$ cat config.mk
export PLATFORM = sky130hd
export DESIGN_NAME = tstamp_timer
export DESIGN_NICKNAME = d
export VERILOG_FILES = /design/src/rtl/tt_pkg.sv /design/src/rtl/tt_sync_edge.sv /design/src/rtl/tt_counter.sv /design/src/rtl/tt_capture.sv /design/src/rtl/tt_regs.sv /design/src/rtl/tstamp_timer.sv
export SDC_FILE = /design/constraint.sdc
export NUM_CORES = 1
export LEC_CHECK = 0
export BUFFER_PORTS_ARGS = -buffer_cell sky130_fd_sc_hd__buf_2
export CORE_MARGIN = 1.5
export CORE_UTILIZATION = 53
export DETAILED_ROUTE_END_ITERATION = 10
export PLACE_DENSITY = 0.76
export SETUP_SLACK_MARGIN = 0.5
export SLEW_MARGIN = 40
export SYNTH_ARGS = -nofsm -noshare
export SYNTH_HDL_FRONTEND = slang
export SYNTH_SLANG_ARGS = --single-unit
$ cat constraint.sdc
create_clock -name clk -period 2.17 [get_ports clk]
set_clock_uncertainty 0.2 [all_clocks]
set_input_delay 0.217 -clock clk [delete_from_list [all_inputs] [get_ports clk]]
set_output_delay 0.217 -clock clk [all_outputs]
set_load 0.005 [all_outputs]
$ cat src/rtl/tt_pkg.sv
package tt_pkg;
  typedef enum logic [2:0] {
    SEL_COUNT = 3'd0,
    SEL_CMP   = 3'd1,
    SEL_CAPT  = 3'd2,
    SEL_STAT  = 3'd3,
    SEL_CTRL  = 3'd4
  } reg_sel_e;

  localparam int STAT_CAP_BIT = 0;
  localparam int STAT_OVR_BIT = 1;
  localparam int CTRL_CIE_BIT = 0;
endpackage

$ cat src/rtl/tt_sync_edge.sv
module tt_sync_edge #(
  parameter int STAGES = 2
) (
  input  logic clk,
  input  logic rst_n,
  input  logic pulse_in,
  output logic event_o
);
  logic [STAGES-1:0] shreg;
  logic              last_q;

  always_ff @(posedge clk) begin
    if (!rst_n) begin
      shreg  <= '0;
      last_q <= 1'b0;
    end else begin
      shreg  <= {shreg[STAGES-2:0], pulse_in};
      last_q <= shreg[STAGES-1];
    end
  end

  assign event_o = shreg[STAGES-1] & ~last_q;
endmodule

$ cat src/rtl/tt_counter.sv
module tt_counter #(
  parameter int CNT_W = 64
) (
  input  logic             clk,
  input  logic             rst_n,
  input  logic             tick_en,
  output logic [CNT_W-1:0] cnt
);
  localparam logic [CNT_W-1:0] ONE = CNT_W'(1);

  always_ff @(posedge clk) begin
    if (!rst_n)       cnt <= '0;
    else if (tick_en) cnt <= cnt + ONE;
  end
endmodule

$ cat src/rtl/tt_capture.sv
module tt_capture #(
  parameter int CNT_W = 64
) (
  input  logic             clk,
  input  logic             rst_n,
  input  logic             evt,
  input  logic [CNT_W-1:0] cnt,
  input  logic             clr_cap,
  input  logic             clr_ovr,
  output logic [CNT_W-1:0] cap_val,
  output logic             cap_flag,
  output logic             ovr_flag
);
  always_ff @(posedge clk) begin
    if (!rst_n) begin
      cap_val  <= '0;
      cap_flag <= 1'b0;
      ovr_flag <= 1'b0;
    end else begin
      if (evt) cap_val <= cnt;
      cap_flag <= evt | (cap_flag & ~clr_cap);
      ovr_flag <= (ovr_flag & ~clr_ovr) | (evt & cap_flag & ~clr_cap);
    end
  end
endmodule

$ cat src/rtl/tt_regs.sv
module tt_regs
  import tt_pkg::*;
#(
  parameter int CNT_W = 64
) (
  input  logic             clk,
  input  logic             rst_n,
  input  logic             req_valid,
  input  logic             req_write,
  input  logic [2:0]       req_addr,
  input  logic [CNT_W-1:0] req_wdata,
  input  logic [CNT_W-1:0] cnt,
  input  logic [CNT_W-1:0] cap_val,
  input  logic             cap_flag,
  input  logic             ovr_flag,
  output logic [CNT_W-1:0] cmp_val,
  output logic             cap_ie,
  output logic             clr_cap,
  output logic             clr_ovr,
  output logic             rsp_valid,
  output logic [CNT_W-1:0] rsp_data
);
  logic             wr_en;
  logic             rd_en;
  logic [CNT_W-1:0] rd_mux;

  assign wr_en   = req_valid & req_write;
  assign rd_en   = req_valid & ~req_write;
  assign clr_cap = wr_en && (req_addr == SEL_STAT) && req_wdata[STAT_CAP_BIT];
  assign clr_ovr = wr_en && (req_addr == SEL_STAT) && req_wdata[STAT_OVR_BIT];

  always_ff @(posedge clk) begin
    if (!rst_n) begin
      cmp_val <= '1;
      cap_ie  <= 1'b0;
    end else if (wr_en) begin
      if (req_addr == SEL_CMP)  cmp_val <= req_wdata;
      if (req_addr == SEL_CTRL) cap_ie  <= req_wdata[CTRL_CIE_BIT];
    end
  end

  always_comb begin
    rd_mux = '0;
    case (req_addr)
      SEL_COUNT: rd_mux = cnt;
      SEL_CMP:   rd_mux = cmp_val;
      SEL_CAPT:  rd_mux = cap_val;
      SEL_STAT: begin
        rd_mux[STAT_CAP_BIT] = cap_flag;
        rd_mux[STAT_OVR_BIT] = ovr_flag;
      end
      SEL_CTRL:  rd_mux[CTRL_CIE_BIT] = cap_ie;
      default:   rd_mux = '0;
    endcase
  end

  always_ff @(posedge clk) begin
    if (!rst_n) begin
      rsp_valid <= 1'b0;
      rsp_data  <= '0;
    end else begin
      rsp_valid <= rd_en;
      if (rd_en) rsp_data <= rd_mux;
    end
  end
endmodule

$ cat src/rtl/tstamp_timer.sv
module tstamp_timer #(
  parameter int CNT_W       = 64,
  parameter int SYNC_STAGES = 2
) (
  input  logic             clk,
  input  logic             rst_n,
  input  logic             tick_en,
  input  logic             sync_pulse,
  input  logic             req_valid,
  input  logic             req_write,
  input  logic [2:0]       req_addr,
  input  logic [CNT_W-1:0] req_wdata,
  output logic             rsp_valid,
  output logic [CNT_W-1:0] rsp_data,
  output logic             cmp_irq,
  output logic             cap_irq
);
  logic [CNT_W-1:0] cnt;
  logic [CNT_W-1:0] cmp_val;
  logic [CNT_W-1:0] cap_val;
  logic             cap_evt;
  logic             cap_flag;
  logic             ovr_flag;
  logic             cap_ie;
  logic             clr_cap;
  logic             clr_ovr;

  tt_sync_edge #(.STAGES(SYNC_STAGES)) u_sync (
    .clk(clk), .rst_n(rst_n), .pulse_in(sync_pulse), .event_o(cap_evt)
  );

  tt_counter #(.CNT_W(CNT_W)) u_cnt (
    .clk(clk), .rst_n(rst_n), .tick_en(tick_en), .cnt(cnt)
  );

  tt_capture #(.CNT_W(CNT_W)) u_cap (
    .clk(clk), .rst_n(rst_n), .evt(cap_evt), .cnt(cnt),
    .clr_cap(clr_cap), .clr_ovr(clr_ovr),
    .cap_val(cap_val), .cap_flag(cap_flag), .ovr_flag(ovr_flag)
  );

  tt_regs #(.CNT_W(CNT_W)) u_regs (
    .clk(clk), .rst_n(rst_n),
    .req_valid(req_valid), .req_write(req_write), .req_addr(req_addr),
    .req_wdata(req_wdata), .cnt(cnt), .cap_val(cap_val),
    .cap_flag(cap_flag), .ovr_flag(ovr_flag),
    .cmp_val(cmp_val), .cap_ie(cap_ie), .clr_cap(clr_cap), .clr_ovr(clr_ovr),
    .rsp_valid(rsp_valid), .rsp_data(rsp_data)
  );

  assign cmp_irq = (cnt >= cmp_val);
  assign cap_irq = cap_flag & cap_ie;
endmodule

==> metrics <==
CP startpoint kind=register; DR iter-0 viols=around 1,200; CTS clk-pin slew, worst paths=~0.06 ns; y dimension of the die=156.0 um; register bit count reported by yosys=263; R2R Setup Slk=-0.14 ns; kind of end point of the critical path=output pin; FP Rows=between 50 and 60; post-route setup TNS=-1.704 ns; Antenna diodes=0; Longest Clk Path Bufs=3; post-synth top area share=42.41%; final instance area=17,680 um2; vias in the first global route=12,326; final setup margin=-0.8468 ns; syn_area_per_cell=about 8.4 um2; TritonCTS Sinks=263; fmax=331.5 MHz; largest net degree at the start of global routing=82; clock power share=between 40% and 50%; total power=10.78 mW; # nets final=1,976; Mapped Area=12,410 um2; DRC=0; critical path's top delay family=simple AND/OR/NAND/NOR gates; critical path data arrival time=2.60 ns; Vias=12,854; layout cells sized above 1=31.18%; CP max stage delay=about 0.36 ns; Skew-Pair Late Insertion Delay=0.56 ns; Flop pwr share=between 40% and 50%; Internal Power=8.253 mW; Synth cell types=53; MaxCap Viol Count=0; Sw Pwr=2.527 mW; minimum clock period=3.017 ns; Post-DP Area=14,920 um2; post-route ant nets=0; CTS buffer count=28; Synthesized Nets=1,620; unrepaired setup endpoints after global routing=true; most common cell in the netlist=dfxtp_1; Critical Path, Cell by Cell=inv_2, ha_4, nand4_1, nor4_2, buf_4, nand2_4, nor2_4, a2111oi_4, buf_4, nand4_1, buf_2; die area=24,350 um2; combinational power share=7.4%; Power Density=609.8 nW/um2; Post-synth EDFFs=0; post-synth top area cell=dfxtp_1; WP data required=about 1.8 ns; critical path's slowest cell=nor4_2; slew margin rel.=between 60 and 70%; Layout area overhead=42.39%; core area=between 20,000 and 25,000 um2; fin cells=2,173; antenna violations before repair=0; critical path class=reg2out; DRT Pass-1 Iters=5; Avg WL per Cell=19.02 um; post-placement cell count=2,021; Sw Ratio=23.44%; Post-synth ARST share=0%; Yosys warnings=0; outcome=finished, violations left; worst-path fanout max=2; Synth Flop Type=dfxtp_1; top cells by count, synth=dfxtp_1 (263), nand2_1 (240), nor2_1 (128); Pleak=7.889 nW; Synth area leaders=dfxtp_1 (42%), nand2_1 (7.3%), ha_1 (6.6%); fin. max-slew vios=0; worst min-delay path class=in2reg; Initial Utilization=between 50% and 60%; HPWL after DPL=about 23 mm; All-Layer GR Usage=roughly 31%; Final setup viols=16; H-tree Lvls=1; critical path buffer and inverter count=4; Seq/Total Area, Yosys=42.41%; CTS root buffer=clkbuf_16; die width=156.0 um; failing checks=setup timing; Worst VDD drop=roughly 680 uV; TritonCTS clock tree=built; Mapped Cells=1,482; first-pass GRT wire length=61.27 mm; Buffers on Ports=between 100 and 150; final worst path period share=139.0%; Worst-Margin Slew=0.5229 ns; Via-to-Cell Ratio=5.915; io pins=140; GRT overflow=0; Placer Congestion=0.8843; Hold WS=0.1332 ns; total wire length=around 41 mm; Final Hold Vio Count=0
[through the flow]
step | utilization [%] | setup slack [ns]
2_1_floorplan | - | 0.06365
6_report | 77.61 | -0.8468
3_3_place_gp | 65.52 | -0.4313
3_5_place_dp | 65.52 | -0.4306
5_1_grt | 77.61 | -0.9031
4_1_cts | 75.96 | -0.8101
[cell type report]
type	instances	area, um2
clock inverter	15	163.9
clock buffer	37	827.0
fill	1354	5101
tap	313	391.6
sequential	263	5363
timing repair buffer	430	3379
inverter	75	284.0
multi-input combinational	1040	7268
[path summary, 6_finish.rpt]
path | from | end | depth (start not counted)
min reg2reg | u_sync.shreg[0] | u_sync.shreg[1] | 1
max reg2reg | u_cnt.cnt[19] | u_cnt.cnt[53] | 7
max | u_regs.cmp_val[61] | cmp_irq | 11
min | req_valid | u_regs.rsp_valid | 4
[worst min-delay path, stage by stage]
cell	delay, ns
buf_2	0.10
nand2b_2	0.10
buf_4	0.26
nor2_1	0.13
[state kept, by name, indices dropped and copies added, names as in the netlist]
| signal | flops |
|---|---|
| u_cap.cap_val | 64 |
| u_cnt.cnt | 64 |
| u_regs.cmp_val | 64 |
| u_regs.rsp_data | 64 |
| u_sync.shreg | 2 |
| u_cap.cap_flag | 1 |
| u_cap.ovr_flag | 1 |
| u_regs.cap_ie | 1 |
| u_regs.rsp_valid | 1 |
| u_sync.last_q | 1 |
[power by group through the flow]
stage / Sequential, mW / Combinational [mW] / Clock (mW)
final: 4.88 / 0.794 / 5.10
after CTS: 4.88 / 0.767 / 5.09
after detailed placement: 5.00 / 0.655 / 0
after floorplan: 5.00 / 0.373 / 0
after global placement: 5.00 / 0.642 / 0
after global routing: 4.89 / 0.848 / 5.32
[cells by family after synthesis]
group | share of synthesized area, %
simple gates | 19.04
compound gates | 17.48
fa+ha+maj | 6.551
mux | 5.755
buf+inv | 5.523
flops | 42.41
xor+xnor | 3.245
[layout by cell type (no fill, tap or decap), types with 8 or more instances in the layout]
cell / n
ha_1: 54
and4_4: 8
clkbuf_16: 31
buf_6: 39
dlygate4sd3_1: 68
buf_2: 138
xor2_1: 23
inv_1: 69
nand3_4: 9
dfxtp_1: 215
and2_1: 11
nand3_2: 8
nor3_4: 10
nand3_1: 14
mux2i_1: 68
o22ai_1: 62
nand2_1: 233
dfxtp_2: 33
nor2_1: 119
a22oi_1: 64
dfxtp_4: 15
o21ai_0: 17
buf_12: 13
buf_4: 171
xnor2_1: 18
ha_4: 11
o211ai_1: 64
nand4_1: 28
o21a_1: 8
a21oi_1: 97
[timing repair]
action | 4_1_cts | 5_1_grt
setup buffers | 18 | 13
setup endpoints to repair | 58 | 70
gates resized for setup | 132 | 57
pin swaps | 36 | 37
hold buffers | 68 | 0
cloned | 0 | 1
hold endpoints to repair | 72 | 0
[routing by layer]
metal / part of all wire [%] / vias up / GRT usage (%)
met2: 48 / 701 / 52.93
met4: 4.0 / 0 / 10.79
met1: 40 / 6075 / 39.65
met5: 0 / - / 0
met3: 8.1 / 159 / 4.139
li1: - / 5919 / -
Note: power is estimated with default switching activity, not from simulation.
